<file path="config.mk">
export PLATFORM = sky130hd
export DESIGN_NAME = idle_byte_packer
export DESIGN_NICKNAME = d
export VERILOG_FILES = /design/src/rtl/ibp_pkg.sv /design/src/rtl/ibp_classify.sv /design/src/rtl/ibp_collect.sv /design/src/rtl/ibp_out_reg.sv /design/src/rtl/idle_byte_packer.sv
export SDC_FILE = /design/constraint.sdc
export NUM_CORES = 1
export LEC_CHECK = 0
export ABC_CLOCK_PERIOD_IN_PS = 2100
export BUFFER_PORTS_ARGS = -buffer_cell sky130_fd_sc_hd__buf_2
export CAP_MARGIN = 25
export CORE_ASPECT_RATIO = 0.7
export CORE_MARGIN = 5
export CORE_UTILIZATION = 45
export DETAILED_ROUTE_END_ITERATION = 10
export PLACE_DENSITY = 0.73
export SYNTH_ARGS = -nofsm -noshare
export SYNTH_HDL_FRONTEND = slang
export SYNTH_HIERARCHICAL = 1
export SYNTH_SLANG_ARGS = --single-unit
</file>
<file path="constraint.sdc">
create_clock -name clk -period 2.1 [get_ports clk]
set_clock_uncertainty 0.05 [all_clocks]
set_input_delay 0 -clock clk [delete_from_list [all_inputs] [get_ports clk]]
set_output_delay 0 -clock clk [all_outputs]
set_load 0.02 [all_outputs]
</file>
<file path="src/rtl/ibp_pkg.sv">
package ibp_pkg;
   localparam int unsigned STATUS_W = 8;

   typedef struct packed {
      logic [2:0] rsvd;
      logic       ovf;
      logic       ctrl;
      logic       err;
      logic [1:0] cnt;
   } ibp_status_t;
endpackage

</file>
<file path="src/rtl/ibp_classify.sv">
module ibp_classify #(
   parameter int unsigned         BYTE_W    = 8,
   parameter logic [BYTE_W-1:0]   IDLE_CODE = 8'hBC
) (
   input  logic              in_valid,
   input  logic [BYTE_W-1:0] in_byte,
   input  logic              in_is_k,
   input  logic              out_ready,
   output logic              take,
   output logic              drop,
   output logic              is_ctrl
);
   logic idle;
   logic live;

   assign idle    = in_is_k && (in_byte == IDLE_CODE);
   assign live    = in_valid && !idle;
   assign take    = live && out_ready;
   assign drop    = live && !out_ready;
   assign is_ctrl = take && in_is_k;
endmodule

</file>
<file path="src/rtl/ibp_collect.sv">
module ibp_collect
   import ibp_pkg::*;
#(
   parameter int unsigned BYTE_W    = 8,
   parameter int unsigned LANES     = 3,
   parameter bit          ZERO_FILL = 1'b1
) (
   input  logic                    clk,
   input  logic                    rst_n,
   input  logic                    take,
   input  logic                    drop,
   input  logic                    is_ctrl,
   input  logic                    byte_err,
   input  logic                    flush_en,
   input  logic [BYTE_W-1:0]       in_byte,
   output logic                    load,
   output logic [LANES*BYTE_W-1:0] lanes_flat,
   output ibp_status_t             status
);
   localparam int unsigned CNT_W = $clog2(LANES + 1);

   logic [CNT_W-1:0] cnt_q, cnt_n;
   logic             err_q, err_n;
   logic             ovf_q;

   assign cnt_n = cnt_q + CNT_W'(take);
   assign err_n = err_q | (take & byte_err);
   assign load  = (take && ((cnt_n == CNT_W'(LANES)) || is_ctrl))
                || (flush_en && (cnt_n != '0));

   always_comb begin
      status      = '0;
      status.cnt  = 2'(cnt_n);
      status.err  = err_n;
      status.ctrl = is_ctrl;
      status.ovf  = ovf_q;
   end

   always_ff @(posedge clk) begin
      if (!rst_n) begin
         cnt_q <= '0;
         err_q <= 1'b0;
         ovf_q <= 1'b0;
      end else if (load) begin
         cnt_q <= '0;
         err_q <= 1'b0;
         ovf_q <= 1'b0;
      end else begin
         cnt_q <= cnt_n;
         err_q <= err_n;
         ovf_q <= ovf_q | drop;
      end
   end

   for (genvar i = 0; i < LANES; i++) begin : g_lane
      logic              hit;
      logic [BYTE_W-1:0] lane_q;

      assign hit = take && (cnt_q == CNT_W'(i));
      assign lanes_flat[i*BYTE_W +: BYTE_W] = hit ? in_byte : lane_q;

      if (ZERO_FILL) begin : g_clear
         always_ff @(posedge clk) begin
            if (!rst_n)      lane_q <= '0;
            else if (load)   lane_q <= '0;
            else if (hit)    lane_q <= in_byte;
         end
      end else begin : g_keep
         always_ff @(posedge clk) begin
            if (!rst_n)      lane_q <= '0;
            else if (hit)    lane_q <= in_byte;
         end
      end
   end
endmodule

</file>
<file path="src/rtl/ibp_out_reg.sv">
module ibp_out_reg #(
   parameter int unsigned WORD_W = 32
) (
   input  logic              clk,
   input  logic              rst_n,
   input  logic              load,
   input  logic [WORD_W-1:0] word_in,
   input  logic              out_ready,
   output logic              out_valid,
   output logic [WORD_W-1:0] out_word
);
   always_ff @(posedge clk) begin
      if (!rst_n) begin
         out_valid <= 1'b0;
         out_word  <= '0;
      end else if (load) begin
         out_valid <= 1'b1;
         out_word  <= word_in;
      end else if (out_ready) begin
         out_valid <= 1'b0;
      end
   end
endmodule

</file>
<file path="src/rtl/idle_byte_packer.sv">
module idle_byte_packer
   import ibp_pkg::*;
#(
   parameter int unsigned       BYTE_W    = 8,
   parameter int unsigned       WORD_W    = 32,
   parameter logic [BYTE_W-1:0] IDLE_CODE = 8'hBC,
   parameter bit                ZERO_FILL = 1'b1
) (
   input  logic              clk,
   input  logic              rst_n,
   input  logic              in_valid,
   input  logic [BYTE_W-1:0] in_byte,
   input  logic              in_is_k,
   input  logic              in_err,
   input  logic              flush,
   input  logic              out_ready,
   output logic              out_valid,
   output logic [WORD_W-1:0] out_word
);
   localparam int unsigned LANES = (WORD_W - STATUS_W) / BYTE_W;

   if (BYTE_W != STATUS_W) begin : g_bad_byte
      $error("byte width must equal status width");
   end
   if (WORD_W != STATUS_W + LANES * BYTE_W) begin : g_bad_word
      $error("word width must be status plus whole lanes");
   end
   if (LANES < 1 || LANES > 3) begin : g_bad_lanes
      $error("lane count must be 1 to 3");
   end

   logic                    take, drop, is_ctrl, load;
   logic [LANES*BYTE_W-1:0] lanes_flat;
   ibp_status_t             status;

   ibp_classify #(.BYTE_W(BYTE_W), .IDLE_CODE(IDLE_CODE)) u_cls (
      .in_valid (in_valid),
      .in_byte  (in_byte),
      .in_is_k  (in_is_k),
      .out_ready(out_ready),
      .take     (take),
      .drop     (drop),
      .is_ctrl  (is_ctrl)
   );

   ibp_collect #(.BYTE_W(BYTE_W), .LANES(LANES), .ZERO_FILL(ZERO_FILL)) u_col (
      .clk       (clk),
      .rst_n     (rst_n),
      .take      (take),
      .drop      (drop),
      .is_ctrl   (is_ctrl),
      .byte_err  (in_err),
      .flush_en  (flush && out_ready),
      .in_byte   (in_byte),
      .load      (load),
      .lanes_flat(lanes_flat),
      .status    (status)
   );

   ibp_out_reg #(.WORD_W(WORD_W)) u_out (
      .clk      (clk),
      .rst_n    (rst_n),
      .load     (load),
      .word_in  ({status, lanes_flat}),
      .out_ready(out_ready),
      .out_valid(out_valid),
      .out_word (out_word)
   );
endmodule

</file>
==> impl_metrics.json <==
{
  "leakagePower_nw": 1.342,
  "rsz0062_at_grt": "no",
  "crit_required_ns": 2.28,
  "drive_above_1_share_pct": 39.02,
  "run_status": "finished, final reports clean",
  "startpoint_type": "input pin",
  "synth.lib_cells_used.distinct": 30,
  "yosysWarnings": 6,
  "initial_antenna_violation_count": 0,
  "port-buffer-count": 47,
  "worst_ep_arrival_time_ns": 2.07,
  "io-pin-count": 48,
  "placementRows": 22,
  "post_drt_via_cell_ratio": 4.624,
  "clkSinkCount": 61,
  "route.vias.total": 1660,
  "synth-async-reset-ratio_pct": 0,
  "synthFlopType": "sky130_fd_sc_hd__dfxtp_1",
  "detail_route.first_pass.iterations": 4,
  "syn_avg_cell_area_um2": 11.71,
  "finalHoldViolCount": 0,
  "ys_top_cells_by_area": "sky130_fd_sc_hd__dfxtp_1 48%, sky130_fd_sc_hd__nor2b_1 13%, sky130_fd_sc_hd__mux2i_1 13%",
  "critPathKind": "input pin to flip-flop",
  "cts.repair.resized": 0,
  "track_usage_pct": 15.25,
  "critPathMaxFanout": 12,
  "max_clk_rate_mhz": 527.0,
  "power.density_cell_area_nw_per_um2": 746.3,
  "min_period_over_period_pct": 90.36,
  "post_synthesis_instance_total": 216,
  "post-place-ws_ns": -0.1480,
  "synth.top_cells.by_count": "61 x sky130_fd_sc_hd__dfxtp_1, 53 x sky130_fd_sc_hd__nor2b_1, 32 x sky130_fd_sc_hd__mux2i_1",
  "cts_inserted_buffers": 9,
  "setup_viol": 0,
  "cts-root-to-sink-buffers": 2,
  "clk_transition_reported_paths_ns": 0.06,
  "slowest_stage": "sky130_fd_sc_hd__or3b_1",
  "postRouteWirelength_um": 4936,
  "place.detailed.instances": 341,
  "hp-class": "input pin to flip-flop",
  "drcViolationCount": 0,
  "synth-edff-count": 0,
  "die_width_um": 99.60,
  "synthToLayoutAreaGrowth_pct": 23.70,
  "dieHeight_um": 72.72,
  "fin_nets": 299,
  "number_of_violations_of_the_max_capacitance_limit": 0,
  "synth_top_area_share_pct": 48.29,
  "initial_core_util_pct": 47.35,
  "post-route-worst-setup-slack_ns": 0.2025,
  "routedWlPerCell_um": 13.75,
  "clock_tree_from_tritoncts": "built",
  "yosys.area.top_type": "sky130_fd_sc_hd__dfxtp_1",
  "cp_cell_sequence": "buf_2 > or3b_1 > nor4b_4 > nor2_2 > ha_1 > a21oi_1 > o21ai_4 > buf_12 > mux2i_1 > nor2b_1",
  "report.power.total_mw": 2.335,
  "worstSkewPairLatency_ns": 0.33,
  "post_layout_nonfiller_instances": 359,
  "detailedPlacementHpwl_um": 3723,
  "detail_route.iter0.violations": 56,
  "number_of_synthesized_register_bits": 61,
  "timing.critical_path.slowest_cell_delay_ns": 0.41,
  "num_antenna_cells": 0,
  "synth_area_um2": 2529,
  "grt.overflow.total": 0,
  "vias_in_the_first_global_route": 1689,
  "gp_congestion": 0.7971,
  "floorplan.core_area_um2": 5340,
  "grt_pass1_wl_um": 8404,
  "timing.final.crit_period_ns": 1.898,
  "grt_start_max_net_pins": 24,
  "irDropWorstVdd_mv": 0.4193,
  "post-cts-setup-buffers": 0,
  "detail-route-antenna-nets": 0,
  "cts_hold_repair.buffers": 3,
  "floorplan.die_area_um2": 7242,
  "synth-seq-area-share_pct": 48.29,
  "critPathCaptureType": "flip-flop",
  "fin_worst_hold_slack_ns": 0.04076,
  "cts_root_buffer": "sky130_fd_sc_hd__clkbuf_8",
  "synth.most_common_cell": "sky130_fd_sc_hd__dfxtp_1",
  "drv_slew": 0,
  "cts.htree.levels": 3
}
-- layer usage --
layer  up-vias  global-route usage [%]  share of wire (%)
met4         0                   5.455                1.5
met1       763                   20.51                 52
met3        10                   7.641                7.4
li1        844                       -                  -
met2        43                   20.91                 39
met5         -                       0                  0
-- through the flow --
step	cell area, µm²	setup TNS [ns]	utilization (%)
3_5_place_dp	2939	-6.249	55.04
6_report	3128	0	58.58
4_1_cts	3128	0	58.58
3_3_place_gp	2939	-4.800	55.04
5_1_grt	3128	0	58.58
2_1_floorplan	2544	0	-
-- cells in the final DEF, fill, tap and decap left out, drive strengths merged --
cell type | synthesis | layout
o211ai | 1 | 1
xnor2 | 1 | 1
mux2 | 24 | 24
nand3b | 2 | 2
o21a | 1 | 1
nand2 | 1 | 1
nand4 | 1 | 1
and2 | 1 | 1
clkinv | 0 | 2
a22oi | 1 | 1
buf | 12 | 66
mux2i | 32 | 32
nor2b | 56 | 56
ha | 1 | 1
dlygate4sd3 | 0 | 3
dfxtp | 61 | 61
nor2 | 5 | 5
nor3b | 3 | 3
a21oi | 1 | 1
o21ai | 1 | 1
nor4b | 1 | 1
or3b | 1 | 1
conb | 1 | 3
a21o | 1 | 1
inv | 2 | 2
clkbuf | 3 | 13
and2b | 2 | 2
-- worst max-delay path, delay by kind of cell --
kind,cells,cell delay [ns]
AO/OA/AOI/OAI,2,0.45
adder cells (fa/ha/maj),1,0.34
buffers and inverters,2,0.27
multiplexers,1,0.16
AND/OR/NAND/NOR,4,0.82
-- worst paths after layout --
check / start / end / slack, ns / depth (start not counted)
max: in_byte[1] / u_out/out_word[6] / 0.20 / 10
min: in_valid / u_col/ovf_q / 0.04 / 4
max reg2reg: u_col/cnt_q[0] / u_out/out_word[6] / 0.32 / 6
min reg2reg: u_col/ovf_q / u_col/ovf_q / 0.42 / 2
-- registers in the layout (all words and copies together), names as in the netlist --
| signal | flops |
|---|---|
| u_col/cnt_q | 2 |
| u_col/ovf_q | 1 |
| u_out/out_word | 32 |
| u_out/out_valid | 1 |
| u_col/err_q | 1 |
| u_col/g_lane.lane_q | 24 |
-- layout make-up --
type | instances | area [µm²]
clock buffer | 13 | 148.9
clock inverter | 2 | 10.01
fill | 470 | 2212
inverter | 2 | 7.507
multi-input combinational | 140 | 1180
sequential | 61 | 1221
tap | 72 | 90.09
timing repair buffer | 69 | 470.5
-- where the power goes --
part	total (mW)	internal (mW)	switching, mW
Combinational	0.283	0.146	0.137
Clock	0.852	0.450	0.401
Sequential	1.20	1.19	0.0136
-- cells by family (layout without fill, tap and decap cells) --
| group | Yosys count | in the layout | synth area share (%) |
|---|---|---|---|
| buf+inv | 17 | 86 | 6.086 |
| flops | 61 | 61 | 48.29 |
| fa+ha+maj | 1 | 1 | 0.4947 |
| other cells | 1 | 3 | 0.1483 |
| simple gates | 73 | 73 | 19.50 |
| xor+xnor | 1 | 1 | 0.3464 |
| mux | 56 | 56 | 23.35 |
| compound gates | 6 | 6 | 1.781 |
No activity file was read; power rests on OpenSTA's default activity.
